--- src/rtl/pt_refill_pkg.sv ---
package pt_refill_pkg;

    localparam int VA_W       = 32;
    localparam int PAGE_SHIFT = 12;
    localparam int PTE_SHIFT  = 10;
    localparam int PPN_W      = VA_W - PAGE_SHIFT;
    localparam int ATTR_W     = 4;
    localparam int RING_W     = 2;
    localparam int ASID_W     = 8;
    localparam int RING_LSB   = 4;

    typedef enum logic [2:0] {
        ST_IDLE,
        ST_XLATE,
        ST_READ,
        ST_WRITE,
        ST_DONE,
        ST_FAIL
    } refill_state_t;

    typedef struct packed {
        logic [PPN_W-1:0]  ppn;
        logic [RING_W-1:0] ring;
        logic [ATTR_W-1:0] attr;
    } pte_fields_t;

    // Page-table entry address: base merged with the scaled faulting address, word aligned.
    function automatic logic [VA_W-1:0] pte_address(input logic [VA_W-1:0] base,
                                                    input logic [VA_W-1:0] va);
        logic [VA_W-1:0] a;
        a = base | (va >> PTE_SHIFT);
        a[1:0] = 2'b00;
        return a;
    endfunction

    function automatic pte_fields_t split_pte(input logic [VA_W-1:0] pte);
        pte_fields_t f;
        f.ppn  = pte[VA_W-1:PAGE_SHIFT];
        f.ring = pte[RING_LSB +: RING_W];
        f.attr = pte[ATTR_W-1:0];
        return f;
    endfunction

endpackage

--- src/rtl/pt_addr_gen.sv ---
module pt_addr_gen
    import pt_refill_pkg::*;
(
    input  logic [VA_W-1:0] base_i,
    input  logic [VA_W-1:0] vaddr_i,
    output logic [VA_W-1:0] pte_va_o
);
    always_comb pte_va_o = pte_address(base_i, vaddr_i);
endmodule

--- src/rtl/pte_decoder.sv ---
module pte_decoder
    import pt_refill_pkg::*;
#(
    parameter int RINGS = 4
) (
    input  logic [VA_W-1:0]         pte_i,
    input  logic [RINGS*ASID_W-1:0] ring_asid_i,
    output pte_fields_t             fields_o,
    output logic [ASID_W-1:0]       asid_o
);
    logic [ASID_W-1:0] asid_tab [RINGS];

    generate
        for (genvar k = 0; k < RINGS; k++) begin : g_ring
            assign asid_tab[k] = ring_asid_i[k*ASID_W +: ASID_W];
        end
    endgenerate

    always_comb begin
        fields_o = split_pte(pte_i);
        asid_o   = asid_tab[fields_o.ring];
    end
endmodule

--- src/rtl/refill_way_ctr.sv ---
module refill_way_ctr #(
    parameter int WAYS  = 4,
    localparam int WAY_W = $clog2(WAYS)
) (
    input  logic             clk,
    input  logic             rst,
    input  logic             adv_i,
    output logic [WAY_W-1:0] way_o
);
    logic [WAY_W-1:0] cnt_q;

    // The way used is the value after increment.
    always_comb way_o = cnt_q + WAY_W'(1);

    always_ff @(posedge clk) begin
        if (rst)        cnt_q <= '0;
        else if (adv_i) cnt_q <= way_o;
    end
endmodule

--- src/rtl/pt_refill_engine.sv ---
module pt_refill_engine
    import pt_refill_pkg::*;
#(
    parameter int IDX_W   = 2,
    parameter int CAUSE_W = 6,
    localparam int WAYS   = 4,
    localparam int WAY_W  = $clog2(WAYS),
    localparam int VPN_W  = VA_W - PAGE_SHIFT - IDX_W
) (
    input  logic               clk,
    input  logic               rst,
    input  logic               start_i,
    input  logic               probe_i,
    input  logic [31:0]        miss_vaddr_i,
    input  logic [CAUSE_W-1:0] miss_cause_i,
    input  logic [31:0]        pt_base_i,
    input  logic [31:0]        ring_asid_i,
    output logic               lk_valid_o,
    output logic [31:0]        lk_vaddr_o,
    input  logic               lk_done_i,
    input  logic               lk_hit_i,
    input  logic [31:0]        lk_paddr_i,
    output logic               mem_req_o,
    output logic [31:0]        mem_addr_o,
    input  logic               mem_ack_i,
    input  logic               mem_err_i,
    input  logic [31:0]        mem_rdata_i,
    output logic               tlb_we_o,
    output logic [WAY_W-1:0]   tlb_way_o,
    output logic [IDX_W-1:0]   tlb_index_o,
    output logic [VPN_W-1:0]   tlb_vpn_o,
    output logic [19:0]        tlb_ppn_o,
    output logic [3:0]         tlb_attr_o,
    output logic [1:0]         tlb_ring_o,
    output logic [7:0]         tlb_asid_o,
    output logic               excvaddr_we_o,
    output logic [31:0]        excvaddr_o,
    output logic               busy_o,
    output logic               done_o,
    output logic               fail_o,
    output logic [CAUSE_W-1:0] fail_cause_o
);
    refill_state_t       state_q, state_d;
    logic [VA_W-1:0]     va_q, base_q, pa_q, pte_q;
    logic [CAUSE_W-1:0]  cause_q;
    logic                probe_q;
    logic                accept;
    logic                install;
    pte_fields_t         fields;
    logic [ASID_W-1:0]   asid;

    assign accept  = start_i && (state_q == ST_IDLE);
    assign install = (state_q == ST_WRITE) && !probe_q;

    always_comb begin
        state_d = state_q;
        unique case (state_q)
            ST_IDLE:  if (start_i) state_d = ST_XLATE;
            ST_XLATE: if (lk_done_i) state_d = lk_hit_i ? ST_READ : ST_FAIL;
            ST_READ:  if (mem_ack_i) state_d = mem_err_i ? ST_FAIL : ST_WRITE;
            ST_WRITE: state_d = ST_DONE;
            ST_DONE:  state_d = ST_IDLE;
            ST_FAIL:  state_d = ST_IDLE;
            default:  state_d = ST_IDLE;
        endcase
    end

    always_ff @(posedge clk) begin
        if (rst) begin
            state_q <= ST_IDLE;
            va_q    <= '0;
            base_q  <= '0;
            pa_q    <= '0;
            pte_q   <= '0;
            cause_q <= '0;
            probe_q <= 1'b0;
        end else begin
            state_q <= state_d;
            if (accept) begin
                va_q    <= miss_vaddr_i;
                base_q  <= pt_base_i;
                cause_q <= miss_cause_i;
                probe_q <= probe_i;
            end
            if (state_q == ST_XLATE && lk_done_i && lk_hit_i) pa_q <= lk_paddr_i;
            if (state_q == ST_READ && mem_ack_i && !mem_err_i) pte_q <= mem_rdata_i;
        end
    end

    pt_addr_gen u_addr (
        .base_i  (base_q),
        .vaddr_i (va_q),
        .pte_va_o(lk_vaddr_o)
    );

    pte_decoder #(.RINGS(4)) u_dec (
        .pte_i      (pte_q),
        .ring_asid_i(ring_asid_i),
        .fields_o   (fields),
        .asid_o     (asid)
    );

    refill_way_ctr #(.WAYS(WAYS)) u_way (
        .clk  (clk),
        .rst  (rst),
        .adv_i(install),
        .way_o(tlb_way_o)
    );

    assign lk_valid_o    = (state_q == ST_XLATE);
    assign mem_req_o     = (state_q == ST_READ);
    assign mem_addr_o    = pa_q;
    assign tlb_we_o      = install;
    assign tlb_index_o   = va_q[PAGE_SHIFT +: IDX_W];
    assign tlb_vpn_o     = va_q[VA_W-1:PAGE_SHIFT+IDX_W];
    assign tlb_ppn_o     = fields.ppn;
    assign tlb_attr_o    = fields.attr;
    assign tlb_ring_o    = fields.ring;
    assign tlb_asid_o    = asid;
    assign excvaddr_we_o = install;
    assign excvaddr_o    = va_q;
    assign busy_o        = (state_q != ST_IDLE);
    assign done_o        = (state_q == ST_DONE);
    assign fail_o        = (state_q == ST_FAIL);
    assign fail_cause_o  = cause_q;
endmodule

--- config.mk ---
export PLATFORM = sky130hd
export DESIGN_NAME = pt_refill_engine
export DESIGN_NICKNAME = d
export VERILOG_FILES = /design/src/rtl/pt_refill_pkg.sv /design/src/rtl/pt_addr_gen.sv /design/src/rtl/pte_decoder.sv /design/src/rtl/refill_way_ctr.sv /design/src/rtl/pt_refill_engine.sv
export SDC_FILE = /design/constraint.sdc
export NUM_CORES = 1
export LEC_CHECK = 0
export CAP_MARGIN = 20
export CORE_AREA = 3 3 129 131
export DETAILED_ROUTE_END_ITERATION = 7
export DIE_AREA = 0 0 132 134
export DONT_BUFFER_PORTS = 1
export GPL_ROUTABILITY_DRIVEN = 0
export GPL_TIMING_DRIVEN = 0
export PLACE_DENSITY = 0.65
export SLEW_MARGIN = 20
export SYNTH_ARGS = -nofsm -noshare
export SYNTH_HDL_FRONTEND = slang
export SYNTH_SLANG_ARGS = --single-unit
--- constraint.sdc ---
create_clock -name clk -period 1.7 [get_ports clk]
set_clock_uncertainty 0.1 [all_clocks]
set_input_delay 0.255 -clock clk [delete_from_list [all_inputs] [get_ports clk]]
set_output_delay 0.255 -clock clk [all_outputs]
set_load 0.02 [all_outputs]
Yosys cells after proc, flatten, opt, wreduce, memory -nomap -nowiden
Index checks and enable logic that the tools add are counted.
W data, S select, Z words.
- register bits after elaboration: 140
- logic and storage cells: 40
- output and inout bits: 165
- input bits: 174
- reduce and logical (&&, ||, !) cells: 11
- bitwise gates (word level): 2
- equal/unequal tests: 8
- mux-type cells: 9
- order comparisons: 1
- add/subtract/negate cells: 1
- operators by type and width (cell ; count):
    $or A32 B22 Y32 ; 1
    $bmux W8 S2 ; 1
    $mux W8 ; 2
    $mux W3 ; 5
    $pmux W3 S4 ; 1
    $eq A3 B2 Y1 const B ; 2
    $eq A3 B3 Y1 const B ; 2
    $logic_and A1 B1 Y1 ; 6
    $ne A2 B1 Y1 const B ; 2
    $eq A3 B1 Y1 const B ; 1
    $ge A3 B3 Y1 const B ; 1
    $logic_not A3 Y1 ; 1
    $not A2 Y3 ; 1
    $reduce_and A3 Y1 ; 1
    $reduce_bool A3 Y1 ; 1
    $add A2 B1 Y2 const B ; 1
    $logic_not A1 Y1 ; 2
    $ne A2 B2 Y1 const B ; 1

Depth between registers and ports, before layout
Gate-level depths: netlist of the first run.
- depth in word-level cells: 4
- gate-level depth with buffers: 7
- gate-level depth less buffers: 3

Cells and area by module
From an unflattened synthesis of the first run, not the netlist that was laid out.
- cells, all modules: 711
- area total of the unflattened synthesis: 6366.1 um^2
- by module, submodules not included (module ; instances ; cells each ; seq. area each (um^2) ; area each (um^2)):
    pt_refill_engine ; 1 ; 633 ; 2762.6 ; 5667.9
    pte_decoder ; 1 ; 36 ; 0.0 ; 391.6
    pt_addr_gen ; 1 ; 33 ; 0.0 ; 219.0
    refill_way_ctr ; 1 ; 9 ; 40.0 ; 87.6

Worst setup path after synthesis of the first run
OpenSTA, ideal clock, no wires.
- path type: reg-to-reg
- from: register state_q[1]
- to: register pte_q[12]
- cell stages (with the launch flop): 7
- period minus slack after synthesis: 1.948 ns
- slack: -0.248 ns
- data required time: 1.528 ns
- data arrival time: 1.776 ns
- library setup time: 0.072 ns
- buffers on the path: 3
- path through: dfxtp_1 -> buf_6 -> nor3b_1 -> and3b_1 -> buf_6 -> buf_8 -> mux2i_1
- word-level cells in the longest chain between the ends: 3
- ends and longest elaborated chain (item ; RTL line ; text):
    start: declaration ; pt_refill_engine.sv:43 ; refill_state_t state_q, state_d;
    start signal: assignment ; pt_refill_engine.sv:78 ; state_q <= state_d;
    $eq A3 B2 Y1 ; - ;
    named net mem_req_o ; pt_refill_engine.sv:23 ; output logic mem_req_o,
    $logic_and A1 B1 Y1 (2 in series) ; pt_refill_engine.sv:86 ; if (state_q == ST_READ && mem_ack_i && !mem_err_i) pte_q <= mem_rdata_i;
    end signal: assignment ; pt_refill_engine.sv:86 ;
    end: declaration ; pt_refill_engine.sv:44 ; logic [VA_W-1:0] va_q, base_q, pa_q, pte_q;
The timed path passes the listed nets, and every way through them passes these cells.
A chain may end at the register's enable or synchronous reset.

Worst setup path in the final report of the first run
- from: register pte_q[4]
- to: output port tlb_asid_o[5]
- word-level cells in the longest chain between the ends: 4
- ends and longest elaborated chain (item ; RTL line ; text):
    $not A2 Y3 (implied by the code) ; pte_decoder.sv:21 ; asid_o = asid_tab[fields_o.ring];
    $bmux W8 S2 ; pte_decoder.sv:21 ;
    $mux W8 (implied by the code) (2 in series) ; pte_decoder.sv:21 ;
    end: declaration ; pt_refill_engine.sv:35 ; output logic [7:0] tlb_asid_o,
Every way passes these cells. The select of a mux whose other input is x is not followed.

==> flow_metrics.env, run 1 <==
export IMPL_slew_headroom_pct=45.8
export IMPL_synth_compound_area_share_pct=6.72
export IMPL_synth_xor_area_share_pct=0.298
export IMPL_cts_made_buffers=17
export IMPL_cts_buffer_depth=2
export IMPL_dp_hpwl_mm=12.3
export IMPL_cts_tree="yes"
export IMPL_post_drt_wl_per_cell_um=19.7
export IMPL_synth_area_um2=5880
export IMPL_port_buffers=0
export IMPL_drv_slew=0
export IMPL_drc=0
export IMPL_insertion_delay_ns=0.41
export IMPL_rows=46
export IMPL_syn_inst=651
export IMPL_fill_cells=1236
export IMPL_synth_top_area_share_pct=44.9
export IMPL_drv_cap=0
export IMPL_hold_viol=0
export IMPL_worst_hold_slack_ns=0.00829
export IMPL_nets=1008
export IMPL_hold_end="state_q[0]"
export IMPL_grt_pass1_vias=5332
export IMPL_netlist_top_cells_count="nand2_1, dfxtp_1, nand2b_1, a21oi_1, mux2i_1"
export IMPL_synth_cell_types=36
export IMPL_postRouteAntennaNets=0
export IMPL_synth_edff_count=0
export IMPL_r2r_end="pte_q[12]"
export IMPL_cp_cell_sequence="buf_12, mux4_2"
export IMPL_worstPathMaxFanout=5
export IMPL_yosysMostFrequentCell="nand2_1"
export IMPL_min_path_type="in -> reg"
export IMPL_worstPathRequired_ns=1.34
export IMPL_clock_root_buffer="clkbuf_16"
export IMPL_synthAdderAreaFrac_pct=0
export IMPL_synth_top_area_cell="dfxtp_1"
export IMPL_worst_setup_path_type="reg -> out"
export IMPL_grt_max_degree=17
export IMPL_grt_first_pass_wirelength_mm=29.1
export IMPL_async_reset_ff_share_pct=0
export IMPL_syn_avg_cell_area_um2=9.03
export IMPL_min_period_over_period_pct=113
export IMPL_synthToLayoutAreaGrowth_pct=60.9
export IMPL_avgViaCountPerCell=5.03
export IMPL_die_y_um=134
export IMPL_violations="setup timing"
export IMPL_die_area_um2=17700
export IMPL_regToRegSetupSlack_ns=-0.12
export IMPL_peakVddDrop_mv=0.665
export IMPL_p_leak_nw=3.70
export IMPL_fmax_mhz=522
export IMPL_drt_iter0_drc=183
export IMPL_hp_start="lk_hit_i"
export IMPL_synth_mux_area_share_pct=12.9
export IMPL_status="finished with violations"
export IMPL_yosys_area_share_simple_pct=25.9
export IMPL_rsz0062_at_grt="yes"
export IMPL_synth_flop_cell="dfxtp_1"
export IMPL_endpoint_kind="primary output"
export IMPL_slowest_delay_ns=0.59
export IMPL_pre_cts_ws_ns=-0.404
export IMPL_p_per_area_nw_per_um2=963
export IMPL_crit_slowest_cell="mux4_2"
export IMPL_synth_top_family_by_area="simple AND/OR/NAND/NOR gates"
export IMPL_htreeDepth=4
export IMPL_critPathLaunchType="flop"
export IMPL_wl_mm=20.9
export IMPL_r2r_cells=8
export IMPL_tightest_slew_ns=0.814
export IMPL_setup_violations=88
export IMPL_die_x_um=132
export IMPL_io_pins=339
export IMPL_overflow=0
export IMPL_coreArea_um2=15700
export IMPL_synth_yosys_warnings=0
export IMPL_path_clk_slew_ns=0.06
export IMPL_setup_ws_ns=-0.214
export IMPL_ys_ff_latch=132
export IMPL_grtUsageTotal_pct=20.8
export IMPL_drive_gt1_share_pct=34.8
export IMPL_vias=5349
export IMPL_synth_area_top_cells="dfxtp_1, nand2b_1, mux2i_1"
export IMPL_fin_util_pct=60.2
export IMPL_cts_sinks=132
export IMPL_cp_arrival_ns=1.56
export IMPL_period_needed_ns=1.91
export IMPL_worstHoldPathCells=3
export IMPL_drtPass1Iterations=4
export IMPL_antenna_found_initial=0
export IMPL_initial_core_util_pct=37.4
export IMPL_seq_area_frac_synth_pct=44.9
export IMPL_r2r_start="state_q[2]"
==> flip-flops by register name (all words and copies together), names as in the netlist <==
| name | count |
|---|---|
| base_q | 30 |
| excvaddr_o | 32 |
| fail_cause_o | 6 |
| mem_addr_o | 32 |
| probe_q | 1 |
| pte_q | 26 |
| state_q | 3 |
| u_way.cnt_q | 2 |
==> final cells by class <==
cell class / instances / area (um2) / share of cell area [%]
Clock inverter: 13 / 196 / 2.08
Inverter: 2 / 7.51 / 0.0793
Multi-Input combinational cell: 438 / 3370 / 35.6
Timing Repair Buffer: 167 / 1860 / 19.6
Sequential cell: 132 / 2660 / 28.1
Clock buffer: 19 / 443 / 4.68
Tap cell: 216 / 270 / 2.86
Buffer: 76 / 661 / 6.98
Antenna cell: 1 / 2.50 / 0.0264
==> kinds of logic (layout without fill, tap and decap cells) <==
| kind of cell | count (synthesis) | count (layout) |
|---|---|---|
| xor gates and xnor gates | 2 | 2 |
| AOI/OAI and AO/OA | 76 | 76 |
| DFF | 132 | 132 |
| other | 1 | 3 |
| and+or+nand+nor | 292 | 292 |
| muxes | 66 | 66 |
| buffers and inverters | 82 | 277 |
==> per-layer routing <==
layer  vias to the layer above  global-route usage (%)  wire length [um]
met5                         -                       0                 0
met4                         0                    7.06               631
met3                        46                    7.31              1440
met2                       251                    37.6             11200
met1                      2597                    22.6              7690
li1                       2455                       -                 -
==> cells in the final DEF (no fill, tap or decap), drive strengths merged, types with 2 or more instances in the layout <==
cell type and count:
clkinv 3, clkbuf 42, nand2 138, nor3b 3, mux2i 58, nand2b 117, dfxtp 132, nor3 2
nor2 2, conb 2, mux4 8, a21oi 71, inv 6, clkinvlp 2, bufinv 4, dlygate4sd3 132
or2 20, buf 88
==> worst max-delay path: cells and delay by family, from the launching register on <==
| family | cells | cell delay [ns] |
|---|---|---|
| buf+inv | 1 | 0.14 |
| flops | 1 | 0.42 |
| mux | 1 | 0.59 |
==> what timing repair did <==
item,4_1_cts,5_1_grt
setup endpoints to repair,132,140
resized for setup,114,159
hold buffers,132,0
gates cloned,6,4
hold endpoints to repair,129,0
pin swaps,55,50
buffers inserted,22,7
==> report_power, final <==
part / leakage, nW / internal (mW) / switching [mW]
clock: 0.305 / 2.52 / 1.50
combinational: 2.32 / 0.784 / 0.793
sequential: 1.08 / 3.24 / 0.275
==> how the worst max path moves through the flow <==
stage | startpoint | cells after the start | endpoint
5_1_grt | pte_q[4] | 2 | tlb_asid_o[3]
4_1_cts | pte_q[4] | 2 | tlb_asid_o[5]
2_1_floorplan | state_q[2] | 6 | pte_q[12]
3_5_place_dp | rst | 5 | u_way.cnt_q[0]
6_report | pte_q[4] | 2 | tlb_asid_o[5]
3_3_place_gp | rst | 5 | u_way.cnt_q[0]
==> per-stage QoR <==
step	instances	setup TNS [ns]	power, mW	area (um2)
floorplan	652	0	4.22	5890
CTS	1059	-10.09	8.88	8810
global placement	868	-28.20	4.39	6160
finish	1064	-5.11	9.11	9460
global route	1063	-9.98	9.41	9460
detailed placement	868	-31.46	4.41	6160
(Power assumes the default switching activity.)
==> run 2: changes to the inputs <==
--- a/config.mk
+++ b/config.mk
@@ -6,13 +6,15 @@
 export NUM_CORES = 1
 export LEC_CHECK = 0
 export CAP_MARGIN = 20
-export CORE_AREA = 3 3 129 131
+export CELL_PAD_IN_SITES_DETAIL_PLACEMENT = 1
+export CELL_PAD_IN_SITES_GLOBAL_PLACEMENT = 2
+export CORE_MARGIN = 2
+export CORE_UTILIZATION = 31
 export DETAILED_ROUTE_END_ITERATION = 7
-export DIE_AREA = 0 0 132 134
 export DONT_BUFFER_PORTS = 1
 export GPL_ROUTABILITY_DRIVEN = 0
 export GPL_TIMING_DRIVEN = 0
-export PLACE_DENSITY = 0.65
+export PLACE_DENSITY = 0.87
 export SLEW_MARGIN = 20
 export SYNTH_ARGS = -nofsm -noshare
 export SYNTH_HDL_FRONTEND = slang
==> flow_metrics.env, run 2 (synthesized netlist as in run 1, its figures left out) <==
export IMPL_drt_iter0_drc=114
export IMPL_die_area_um2=20100
export IMPL_clock_root_buffer="clkbuf_16"
export IMPL_drc=0
export IMPL_cts_tree="yes"
export IMPL_worstPathMaxFanout=5
export IMPL_r2r_start="state_q[2]"
export IMPL_port_buffers=0
export IMPL_period_needed_ns=1.93
export IMPL_pre_cts_ws_ns=-0.479
export IMPL_regToRegSetupSlack_ns=-0.09
export IMPL_hold_viol=0
export IMPL_status="finished with violations"
export IMPL_grt_pass1_vias=5627
export IMPL_die_x_um=142
export IMPL_cts_sinks=132
export IMPL_fin_util_pct=50.4
export IMPL_drtPass1Iterations=4
export IMPL_tightest_slew_ns=0.732
export IMPL_post_drt_wl_per_cell_um=20.9
export IMPL_antenna_found_initial=1
export IMPL_finalPower_mw=9.28
export IMPL_rsz0062_at_grt="yes"
export IMPL_hold_end="state_q[1]"
export IMPL_insertion_delay_ns=0.42
export IMPL_cp_arrival_ns=1.58
export IMPL_violations="setup timing"
export IMPL_min_period_over_period_pct=114
export IMPL_avgViaCountPerCell=4.91
export IMPL_wl_mm=22.5
export IMPL_nets=1006
export IMPL_peakVddDrop_mv=0.658
export IMPL_critPathLaunchType="flop"
export IMPL_final_common_cell="dlygate4sd3_1"
export IMPL_setup_violations=65
export IMPL_die_y_um=142
export IMPL_slowest_delay_ns=0.59
export IMPL_cts_buffer_depth=2
export IMPL_worstHoldPathCells=2
export IMPL_setup_ws_ns=-0.234
export IMPL_cts_made_buffers=17
export IMPL_layout_cells_most_common_list="dlygate4sd3_1, dfxtp_1, nand2b_1"
export IMPL_coreArea_um2=18600
export IMPL_drv_cap=0
export IMPL_overflow=0
export IMPL_worst_hold_slack_ns=0.0192
export IMPL_p_leak_nw=3.74
export IMPL_placed_cell_area_um2=6180
export IMPL_r2r_cells=6
export IMPL_critPathTopFamily="multiplexers"
export IMPL_drive_gt1_share_pct=32.4
export IMPL_path_clk_slew_ns=0.06
export IMPL_postRouteAntennaNets=0
export IMPL_htreeDepth=4
export IMPL_cp_cell_sequence="buf_12, mux4_2"
export IMPL_rows=50
export IMPL_io_pins=339
export IMPL_synthToLayoutAreaGrowth_pct=59.9
export IMPL_r2r_end="pte_q[24]"
export IMPL_endpoint_kind="primary output"
export IMPL_fill_cells=2000
export IMPL_fmax_mhz=517
export IMPL_worst_setup_path_type="reg -> out"
export IMPL_hp_start="mem_ack_i"
export IMPL_grt_first_pass_wirelength_mm=31.5
export IMPL_worstPathRequired_ns=1.34
export IMPL_grt_max_degree=17
export IMPL_dp_hpwl_mm=13.6
export IMPL_postLayoutCellArea_um2=9410
export IMPL_drv_slew=0
export IMPL_min_path_type="in -> reg"
export IMPL_cp_buffers_inverters=1
export IMPL_p_per_area_nw_per_um2=987
export IMPL_slew_headroom_pct=51.2
export IMPL_initial_core_util_pct=31.5
export IMPL_vias=5300
export IMPL_crit_slowest_cell="mux4_2"
export IMPL_grtUsageTotal_pct=20.3
-- run 2: routing by layer --
| layer | track usage [%] | part of all wire [%] | wire (um) |
|---|---|---|---|
| met4 | 7.42 | 2.3 | 513 |
| met1 | 23.1 | 40 | 9010 |
| met3 | 6.51 | 5.7 | 1290 |
| met5 | 0 | 0 | 0 |
| met2 | 35.5 | 52 | 11700 |
-- run 2: repair_timing --
| action | CTS | global route |
|---|---|---|
| pin swaps | 15 | 72 |
| gates resized for setup | 62 | 201 |
| cloned | 3 | 7 |
| endpoints found under the hold margin | 130 | 0 |
| buffers inserted | 17 | 5 |
| setup endpoints to repair | 133 | 111 |
| hold buffers | 132 | 0 |
-- run 2: area by class of cell --
cell class / count / area, um2 / area share (%)
sequential: 132 / 2650 / 28.2
clock buffer: 20 / 457 / 4.86
clock inverter: 12 / 200 / 2.13
inverter: 2 / 7.51 / 0.0798
timing repair buffer: 164 / 1780 / 19.0
tap: 234 / 293 / 3.11
buffer: 77 / 671 / 7.13
multi-input combinational: 438 / 3340 / 35.5
antenna: 1 / 2.50 / 0.0266
-- run 2: how the worst max path moves through the flow --
stage / start / slack, ns / end / cells past startpoint
after global routing: pte_q[4] / -0.27 / tlb_asid_o[2] / 2
after global placement: rst / -0.40 / base_q[22] / 5
final: pte_q[4] / -0.23 / tlb_asid_o[1] / 2
after detailed placement: rst / -0.48 / base_q[25] / 5
after CTS: pte_q[4] / -0.25 / tlb_asid_o[1] / 2
after floorplan: state_q[2] / 0.02 / pte_q[12] / 6
-- run 2: per-stage QoR --
stage | setup TNS [ns] | cells
4_1_cts | -3.77 | 1069
3_5_place_dp | -34.13 | 886
5_1_grt | -7.89 | 1080
2_1_floorplan | 0 | 652
6_report | -3.62 | 1080
3_3_place_gp | -30.67 | 886
-- run 2: power breakdown --
| group | internal (mW) | total, mW | leakage (nW) | switching (mW) |
|---|---|---|---|---|
| Clock | 2.69 | 4.18 | 0.325 | 1.49 |
| Combinational | 0.791 | 1.60 | 2.34 | 0.808 |
| Sequential | 3.24 | 3.50 | 1.08 | 0.264 |
==> run 3: changes to the inputs <==
--- a/config.mk
+++ b/config.mk
@@ -15,6 +15,7 @@
 export GPL_ROUTABILITY_DRIVEN = 0
 export GPL_TIMING_DRIVEN = 0
 export PLACE_DENSITY = 0.87
+export REMOVE_ABC_BUFFERS = 1
 export SLEW_MARGIN = 20
 export SYNTH_ARGS = -nofsm -noshare
 export SYNTH_HDL_FRONTEND = slang
==> flow_metrics.env, run 3 <==
export IMPL_status="stopped before the end"
export IMPL_lastStage="4_1_cts"
export IMPL_error="[ERROR RSZ-0060] Max buffer count reached."
export IMPL_dp_hpwl_mm=11.6
export IMPL_initial_core_util_pct=31.5
export IMPL_yosysMostFrequentCell="nand2_1"
export IMPL_postCtsResizedCells=31
export IMPL_cts_made_buffers=17
export IMPL_netlist_top_cells_count="nand2_1, dfxtp_1, nand2b_1, a21oi_1, mux2i_1"
export IMPL_synth_edff_count=0
export IMPL_io_pins=339
export IMPL_cts_sinks=132
export IMPL_die_y_um=142
export IMPL_cts_hold_buf=173
export IMPL_synth_cell_types=36
export IMPL_cts_buffer_depth=2
export IMPL_port_buffers=0
export IMPL_ys_ff_latch=132
export IMPL_rows=50
export IMPL_clock_root_buffer="clkbuf_16"
export IMPL_synth_top_area_share_pct=44.9
export IMPL_syn_avg_cell_area_um2=9.03
export IMPL_synth_area_um2=5880
export IMPL_postCtsSetupBuffers=14
export IMPL_die_x_um=142
export IMPL_htreeDepth=4
export IMPL_seq_area_frac_synth_pct=44.9
export IMPL_synth_flop_cell="dfxtp_1"
export IMPL_synth_yosys_warnings=0
export IMPL_async_reset_ff_share_pct=0
export IMPL_synth_area_top_cells="dfxtp_1, nand2b_1, mux2i_1"
export IMPL_syn_inst=651
export IMPL_synth_top_area_cell="dfxtp_1"
==> run 3: cell families after synthesis <==
| family | Yosys count | synth area share, % |
|---|---|---|
| xor gates and xnor gates | 2 | 0.298 |
| AOI/OAI and AO/OA | 76 | 6.72 |
| buffers and inverters | 82 | 9.15 |
| muxes | 66 | 12.9 |
| other | 1 | 0.0638 |
| DFF | 132 | 44.9 |
| and+or+nand+nor | 292 | 25.9 |
==> run 3: per-stage QoR <==
| step | cells | util, % | setup TNS [ns] | worst slack [ns] | area [um2] |
|---|---|---|---|---|---|
| after floorplan | 572 | - | -104.33 | -0.963 | 5350 |
| after global placement | 806 | 30.3 | -186.91 | -1.85 | 5650 |
| after detailed placement | 813 | 30.7 | -48.76 | -0.758 | 5730 |
==> run 4: changes to the inputs <==
--- a/config.mk
+++ b/config.mk
@@ -6,15 +6,13 @@
 export NUM_CORES = 1
 export LEC_CHECK = 0
 export CAP_MARGIN = 20
-export CELL_PAD_IN_SITES_DETAIL_PLACEMENT = 1
-export CELL_PAD_IN_SITES_GLOBAL_PLACEMENT = 2
 export CORE_MARGIN = 2
-export CORE_UTILIZATION = 31
+export CORE_UTILIZATION = 30
 export DETAILED_ROUTE_END_ITERATION = 7
 export DONT_BUFFER_PORTS = 1
 export GPL_ROUTABILITY_DRIVEN = 0
 export GPL_TIMING_DRIVEN = 0
-export PLACE_DENSITY = 0.87
+export PLACE_DENSITY_LB_ADDON = 0.15
 export REMOVE_ABC_BUFFERS = 1
 export SLEW_MARGIN = 20
 export SYNTH_ARGS = -nofsm -noshare
==> constraint.sdc (replaced) <==
create_clock -name clk -period 2.2 [get_ports clk]
set_clock_uncertainty 0.1 [all_clocks]
set_input_delay 0.33 -clock clk [delete_from_list [all_inputs] [get_ports clk]]
set_output_delay 0.33 -clock clk [all_outputs]
set_load 0.02 [all_outputs]
==> flow_metrics.env, run 4 (synthesized netlist as in run 1, its figures left out) <==
export IMPL_status="finished clean"
export IMPL_cts_made_buffers=17
export IMPL_cts_buffer_depth=2
export IMPL_die_y_um=144
export IMPL_drive_gt1_share_pct=11.0
export IMPL_nets=906
export IMPL_rows=51
export IMPL_initial_core_util_pct=30.4
export IMPL_cts_tree="yes"
export IMPL_dr_wl_met3_mm=1.26
export IMPL_cp_cell_sequence="mux4_2"
export IMPL_worst_hold_slack_ns=0.0385
export IMPL_period_needed_ns=2.08
export IMPL_multi_input_area_um2=2730
export IMPL_overflow=0
export IMPL_insertion_delay_ns=0.41
export IMPL_clock_root_buffer="clkbuf_16"
export IMPL_fill_cells=1901
export IMPL_fmax_mhz=481
export IMPL_wl_met1_mm=6.15
export IMPL_postRouteAntennaNets=0
export IMPL_ff_latch_area_um2=2650
export IMPL_slew_headroom_pct=50.7
export IMPL_grtUsageTotal_pct=14.8
export IMPL_wl_met2_mm=8.67
export IMPL_synthToLayoutAreaGrowth_pct=32.1
export IMPL_endpoint_kind="primary output"
export IMPL_vias=4650
export IMPL_min_period_over_period_pct=94.4
export IMPL_rsz0062_at_grt="no"
export IMPL_cts_sinks=132
export IMPL_cp_buffers_inverters=0
export IMPL_coreArea_um2=19300
export IMPL_dp_hpwl_mm=11.1
export IMPL_critPathTopFamily="multiplexers"
export IMPL_drt_iter0_drc=159
export IMPL_critPathLaunchType="flop"
export IMPL_die_x_um=144
export IMPL_final_common_cell="nand2_1"
export IMPL_drtPass1Iterations=5
export IMPL_top_layer_used="met4"
export IMPL_peakVddDrop_mv=0.461
export IMPL_post_drt_wl_per_cell_um=16.2
export IMPL_antenna_found_initial=2
export IMPL_slowest_delay_ns=0.67
export IMPL_htreeDepth=4
export IMPL_grt_max_degree=97
export IMPL_drc=0
export IMPL_worstPathRequired_ns=1.77
export IMPL_postLayoutCellArea_um2=7770
export IMPL_finalPower_mw=6.20
export IMPL_hold_viol=0
export IMPL_placed_cell_area_um2=5830
export IMPL_setup_tns_final_ns=0
export IMPL_worstPathMaxFanout=10
export IMPL_port_buffers=0
export IMPL_p_leak_nw=2.82
export IMPL_r2r_cells=6
export IMPL_io_pins=339
export IMPL_avgViaCountPerCell=4.59
export IMPL_drv_slew=0
export IMPL_cp_arrival_ns=1.65
export IMPL_path_clk_slew_ns=0.06
export IMPL_fin_util_pct=40.2
export IMPL_grt_first_pass_wirelength_mm=23.3
export IMPL_die_area_um2=20700
export IMPL_worst_path_stages=1
export IMPL_setup_violations=0
export IMPL_wl_mm=16.4
export IMPL_layout_cells_most_common_list="nand2_1, dfxtp_1, dlygate4sd3_1"
export IMPL_drv_cap=0
export IMPL_grt_pass1_vias=4381
export IMPL_tightest_slew_ns=0.740
export IMPL_p_per_area_nw_per_um2=798
export IMPL_worstHoldPathCells=2
export IMPL_crit_slowest_cell="mux4_2"
export IMPL_worst_setup_path_type="reg -> out"
export IMPL_min_path_type="in -> reg"
run 4: timing repair:
action | 4_1_cts | 5_1_grt
endpoints found under the setup margin | 37 | 21
endpoints found under the hold margin | 131 | 0
pin swaps | 0 | 1
buffers inserted | 0 | 1
gates resized for setup | 4 | 3
hold buffers | 131 | 0
run 4: final cells by class:
class	count	share of cell area, %
multi-input cells	438	35.1
flip-flops and latches	132	34.0
repair buffers	141	19.1
clock buffers	18	5.52
well taps	265	4.27
clock inverters	14	1.82
inverters	2	0.0966
diodes	2	0.0644
run 4: worst paths after layout:
check / from / endpoint / slack, ns
hold reg to reg: probe_q / probe_q / 0.35
hold / removal: lk_hit_i / state_q[2] / 0.04
setup / recovery: pte_q[4] / tlb_asid_o[7] / 0.12
setup reg to reg: state_q[0] / mem_addr_o[1] / 0.17
run 4: metrics by stage:
step | cells | setup slack (ns)
2_1_floorplan | 572 | -0.463
3_3_place_gp | 837 | -1.49
3_5_place_dp | 846 | -0.566
4_1_cts | 1009 | -0.0730
5_1_grt | 1011 | 0.00143
6_report | 1012 | 0.123
run 4: layer usage:
layer	GRT usage, %	vias to the layer above
met5	0	-
met1	15.8	2165
li1	-	2252
met3	4.83	22
met4	6.19	0
met2	26.8	211
run 4: power breakdown:
part           internal (mW)  switching, mW
combinational          0.364          0.352
sequential              2.50          0.226
clock                   1.59           1.17
total                   4.46           1.75
